<file path="config.mk">
export PLATFORM = sky130hd
export DESIGN_NAME = sysexc_regs
export DESIGN_NICKNAME = d
export VERILOG_FILES = /design/src/rtl/sysexc_regs.sv
export SDC_FILE = /design/constraint.sdc
export NUM_CORES = 1
export LEC_CHECK = 0
export BUFFER_PORTS_ARGS = -buffer_cell sky130_fd_sc_hd__buf_4
export CORE_AREA = 2 2 114 116
export DETAILED_ROUTE_END_ITERATION = 8
export DIE_AREA = 0 0 116 118
export PLACE_DENSITY_LB_ADDON = 0.05
export SETUP_SLACK_MARGIN = 0.2
export SLEW_MARGIN = 20
export SYNTH_ARGS = -nofsm -noshare
export SYNTH_HDL_FRONTEND = slang
export SYNTH_SLANG_ARGS = --single-unit
</file>
<file path="constraint.sdc">
create_clock -name clk -period 3.25 [get_ports clk]
set_input_delay 0.65 -clock clk [delete_from_list [all_inputs] [get_ports clk]]
set_output_delay 0.65 -clock clk [all_outputs]
set_load 0.01 [all_outputs]
</file>
<file path="src/rtl/sysexc_regs.sv">
module sysexc_regs #(
  parameter int NIRQ = 64
) (
  input  logic            clk,
  input  logic            rst_n,
  input  logic            bus_wr,
  input  logic [11:0]     bus_addr,
  input  logic [31:0]     bus_wdata,
  output logic [31:0]     bus_rdata,
  input  logic [8:0]      act_vec,
  input  logic [8:0]      pend_vec,
  input  logic [NIRQ-1:0] ext_pend,
  input  logic [NIRQ-1:0] ext_act,
  input  logic            nmi_pnd,
  input  logic            pendsv_pnd,
  input  logic            systick_pnd,
  input  logic [6:0]      sys_act,
  input  logic [3:0]      sys_pnd,
  output logic            set_nmi,
  output logic            set_pendsv,
  output logic            clr_pendsv,
  output logic            set_systick,
  output logic            clr_systick,
  output logic            ext_set,
  output logic [8:0]      ext_set_num,
  output logic [31:0]     vtor,
  output logic [2:0]      fault_en,
  output logic [2:0]      prio_group,
  output logic            sysreset_req,
  output logic            clr_active_req
);
  localparam logic [9:0]  W_CTRL = 10'h341;
  localparam logic [9:0]  W_VTAB = 10'h342;
  localparam logic [9:0]  W_KEYR = 10'h343;
  localparam logic [9:0]  W_HND  = 10'h349;
  localparam logic [9:0]  W_TRIG = 10'h3C0;
  localparam logic [15:0] KEY_IN = 16'h05FA;
  localparam logic [31:0] KEY_RD = 32'hFA050000;

  logic [9:0] word;
  logic       wr_ctrl, wr_vtab, wr_keyr, wr_hnd, wr_trig, key_ok, trig_ok, other_act;
  wire        unused_addr = ^bus_addr[1:0];

  assign word    = bus_addr[11:2];
  assign wr_ctrl = bus_wr && word == W_CTRL;
  assign wr_vtab = bus_wr && word == W_VTAB;
  assign wr_keyr = bus_wr && word == W_KEYR && bus_wdata[31:16] == KEY_IN;
  assign wr_hnd  = bus_wr && word == W_HND;
  assign wr_trig = bus_wr && word == W_TRIG;
  assign key_ok  = wr_keyr;
  assign trig_ok = 32'(bus_wdata[8:0]) < NIRQ;

  always_comb begin
    other_act = 1'b0;
    for (int i = 0; i < NIRQ; i++)
      if (ext_act[i] && act_vec != 9'(i + 16)) other_act = 1'b1;
  end

  always_ff @(posedge clk or negedge rst_n) begin
    if (!rst_n) begin
      set_nmi        <= 1'b0;
      set_pendsv     <= 1'b0;
      clr_pendsv     <= 1'b0;
      set_systick    <= 1'b0;
      clr_systick    <= 1'b0;
      ext_set        <= 1'b0;
      ext_set_num    <= '0;
      sysreset_req   <= 1'b0;
      clr_active_req <= 1'b0;
      vtor           <= '0;
      fault_en       <= '0;
      prio_group     <= '0;
    end else begin
      set_nmi        <= wr_ctrl && bus_wdata[31];
      set_pendsv     <= wr_ctrl && bus_wdata[28];
      clr_pendsv     <= wr_ctrl && !bus_wdata[28] && bus_wdata[27];
      set_systick    <= wr_ctrl && bus_wdata[26];
      clr_systick    <= wr_ctrl && !bus_wdata[26] && bus_wdata[25];
      ext_set        <= wr_trig && trig_ok;
      sysreset_req   <= key_ok && bus_wdata[2];
      clr_active_req <= key_ok && bus_wdata[1];
      if (wr_trig)  ext_set_num <= bus_wdata[8:0];
      if (wr_vtab)  vtor        <= {bus_wdata[31:7], 7'b0};
      if (wr_hnd)   fault_en    <= bus_wdata[18:16];
      if (key_ok)   prio_group  <= bus_wdata[10:8];
    end
  end

  always_comb begin
    bus_rdata = '0;
    case (word)
      W_CTRL: begin
        bus_rdata[8:0]   = act_vec;
        bus_rdata[11]    = other_act;
        bus_rdata[20:12] = pend_vec;
        bus_rdata[22]    = |ext_pend;
        bus_rdata[26]    = systick_pnd;
        bus_rdata[28]    = pendsv_pnd;
        bus_rdata[31]    = nmi_pnd;
      end
      W_VTAB: bus_rdata = vtor;
      W_KEYR: bus_rdata = KEY_RD;
      W_HND: begin
        bus_rdata[0]     = sys_act[0];
        bus_rdata[1]     = sys_act[1];
        bus_rdata[3]     = sys_act[2];
        bus_rdata[7]     = sys_act[3];
        bus_rdata[8]     = sys_act[4];
        bus_rdata[10]    = sys_act[5];
        bus_rdata[11]    = sys_act[6];
        bus_rdata[15:12] = sys_pnd;
        bus_rdata[18:16] = fault_en;
      end
      default: bus_rdata = '0;
    endcase
  end
endmodule

</file>
==> results.toml <==
[outcome]
status = "finished, violations left"
violations = "negative setup slack"

[global_route]
grt_pass1_wl_mm = 22.7
grt_pass1_vias = 4230
grt_max_degree = 49
grt_overflow_total = 0
antenna_found_initial = 0
grt_usage_pct = 21.4

[cells_and_area]
fin_util_pct = 48.5
multi_input_area_um2 = 1990
nets = 841
final_cells = 806
num-fill-cells = 1233
seq_area_um2 = 1200
design_area_um2 = 6020
diodes = 0
drive_above_1_share_pct = 61.5
area_growth_pct = 84.2

[route]
routed_wl_mm = 15.3
via_per_inst = 5.05
first_pass_iters = 7
ant_nets = 0
drt_iter0_markers = 197
num_vias = 4069
drc = 0
wl_per_cell_um = 19.0

[worst_setup_path]
cp_max_fo = 6
crit_path_cell_trace = "buf_6 > or4b_4 > buf_6 > o31ai_2 > nand4_1 > or4_4 > nor4_2 > and4_1 > o21ai_1 > buf_4"
crit_arrival_ns = 2.82
max_stage_delay_ns = 0.58
path_delay_family = "simple AND/OR/NAND/NOR gates"
critPathCaptureType = "output pin"
start_kind = "primary input"
cp_common_cell = "buf_6"
critPathBufInv = 3
crit_type = "primary input to output pin"
required_ns = 2.60
reg2reg_slack_ns = 2.45
crit_slowest_cell = "or4b_4"

[timing]
setup_violations = 1
timing.final.hold_violations = 0
clock_skew_ns = 0
fin_crit_sh_pct = 107
worst_slew_pin_slew_ns = 0.627
clock.fmax_mhz = 288
max-slew-margin-rel_pct = 58.2
rsz0062_at_grt = "true"
slew_viol_final = 0
worst_slack_ns = -0.222
period_minus_slack_ns = 3.47

[clocking]
numCtsBuffers = 5
ctsHtreeMaxLevel = 2
postCtsSetupBuffers = 0
root_buffer = "clkbuf_16"
path_clk_slew_ns = 0.06
insertion_delay_ns = 0.28
clock_path_buffers = 2
tritoncts = "yes"
cts_sinks = 48

[synth]
synth_top_area_cell = "dfrtp_1"
yosys-top-cells-count = "dfrtp_1, o31ai_1, mux2_2, clkbuf_1, nor4_1"
synth_warnings = 0
synthesis.instances = 338
seq_area_frac_synth_pct = 36.8
ys_seq_elements = 48
postSynthAreaPerCell_um2 = 9.67
yosysMostFrequentCell = "dfrtp_1"
synth_top_area_share_pct = 36.8
ys_types = 47
synthTopCellsByArea = "dfrtp_1, mux2_2, o31ai_1, nor4_1, nand4_1"
synth_ff_type = "dfrtp_1"
synth_area_um2 = 3270
synth_edf_count = 0
postSynth.asyncResetShare_pct = 100

[die]
die-area_um2 = 13700
coreArea_um2 = 12400
io-pin-count = 294
rows = 41
start_util_pct = 26.3
die_width_um = 116
die_y_um = 118

[place]
place_hpwl_mm = 12.7
postPlaceCellArea_um2 = 5770
dp.cells = 799
gp_congestion = 0.889
portBuffers = 284

[pwr]
peakVddDrop_v = 0.000211
powerDensity_nw_per_um2 = 248
p_leak_nw = 3.03

[job]
maxCapViolCount = 0

[worst_hold_path]
min_path_type = "primary input to async pin"
[cell families after synthesis]
family / share of synthesized area, %
multiplexers: 15.7
other: 0.115
AND/OR/NAND/NOR: 22.9
buffers and inverters: 6.24
AO/OA/AOI/OAI: 18.2
flip-flops: 36.8
[flip-flops by register name, indices dropped and copies added, names as in the netlist]
name and cells:
clr_systick 1, set_nmi 1, vtor 25, ext_set 1
ext_set_num 9, clr_pendsv 1, clr_active_req 1, set_pendsv 1
fault_en 3, sysreset_req 1, prio_group 3, set_systick 1
[metrics by stage]
stage	setup slack (ns)	TNS (ns)	total power, W	hold slack [ns]
CTS	-0.219	-0.219	0.00151	0.409
detailed placement	-0.349	-0.349	0.000971	0.495
finish	-0.222	-0.222	0.00149	0.381
floorplan	0.0366	0	0.000712	0.354
global placement	-0.353	-0.353	0.000964	0.492
global route	-0.361	-0.361	0.00157	0.427
[routing by layer]
layer,GRT usage (%),up-vias,routed length (µm)
li1,-,1908,-
met1,23.8,1908,5470
met2,38.8,227,7870
met3,4.63,26,1410
met4,9.00,0,544
met5,0,-,0
[worst paths after layout]
path	startpoint	endpoint	cells past startpoint
setup / recovery	act_vec[7]	bus_rdata[11]	10
hold / removal	rst_n	vtor[30]	1
setup reg to reg	vtor[14]	vtor[14]	1
hold reg to reg	ext_set_num[7]	ext_set_num[7]	1
max in group asynchronous	rst_n	vtor[17]	1
min in group clk	ext_set_num[7]	ext_set_num[7]	1
[placed cells by master (no fill, tap or decap), types with 2 or more instances in the layout]
cell type / synthesis / layout
o31ai_2: 0 / 4
o22ai_1: 2 / 2
buf_12: 0 / 3
nand4_1: 16 / 16
dfrtp_1: 48 / 48
or4_1: 4 / 3
buf_4: 7 / 312
conb_1: 1 / 7
nand2b_1: 3 / 3
nor4_2: 2 / 2
clkbuf_16: 0 / 5
and3_1: 7 / 7
mux2_2: 43 / 43
a221o_1: 2 / 2
or4b_1: 5 / 2
nor4_1: 23 / 23
inv_1: 9 / 9
o31ai_1: 46 / 41
nor2_1: 17 / 17
nor3b_1: 2 / 2
mux2i_1: 3 / 3
nand3_1: 3 / 2
nand2_1: 10 / 10
nor3_1: 5 / 4
o21ai_1: 1 / 2
a222oi_1: 7 / 7
or2_2: 2 / 2
or4b_4: 0 / 3
nand3b_1: 3 / 3
a22o_1: 6 / 6
buf_6: 1 / 3
or3b_1: 2 / 2
a21oi_1: 4 / 3
o21ai_0: 4 / 3
and2_1: 7 / 6
[layout make-up]
class                      count  share of cell area (%)
inverter                       9                   0.561
clock buffer                   6                    2.31
sequential                    48                    20.0
timing repair buffer         318                    40.5
multi-input combinational    252                    33.0
clock inverter                 1                   0.145
tap                          172                    3.58
[power breakdown]
group | switching (W) | internal [W] | total [W]
Sequential | 0.00000523 | 0.000604 | 0.000609
Combinational | 0.000141 | 0.000220 | 0.000361
Clock | 0.000218 | 0.000303 | 0.000522
Total | 0.000364 | 0.00113 | 0.00149
[timing repair]
item                                    in CTS  in global routing
endpoints found under the setup margin       5                 11
hold endpoints to repair                     0                  0
gates resized for setup                     12                 10
pin swaps                                    3                  5
hold buffers                                 0                  0
Power figures use the tool's default switching activity.
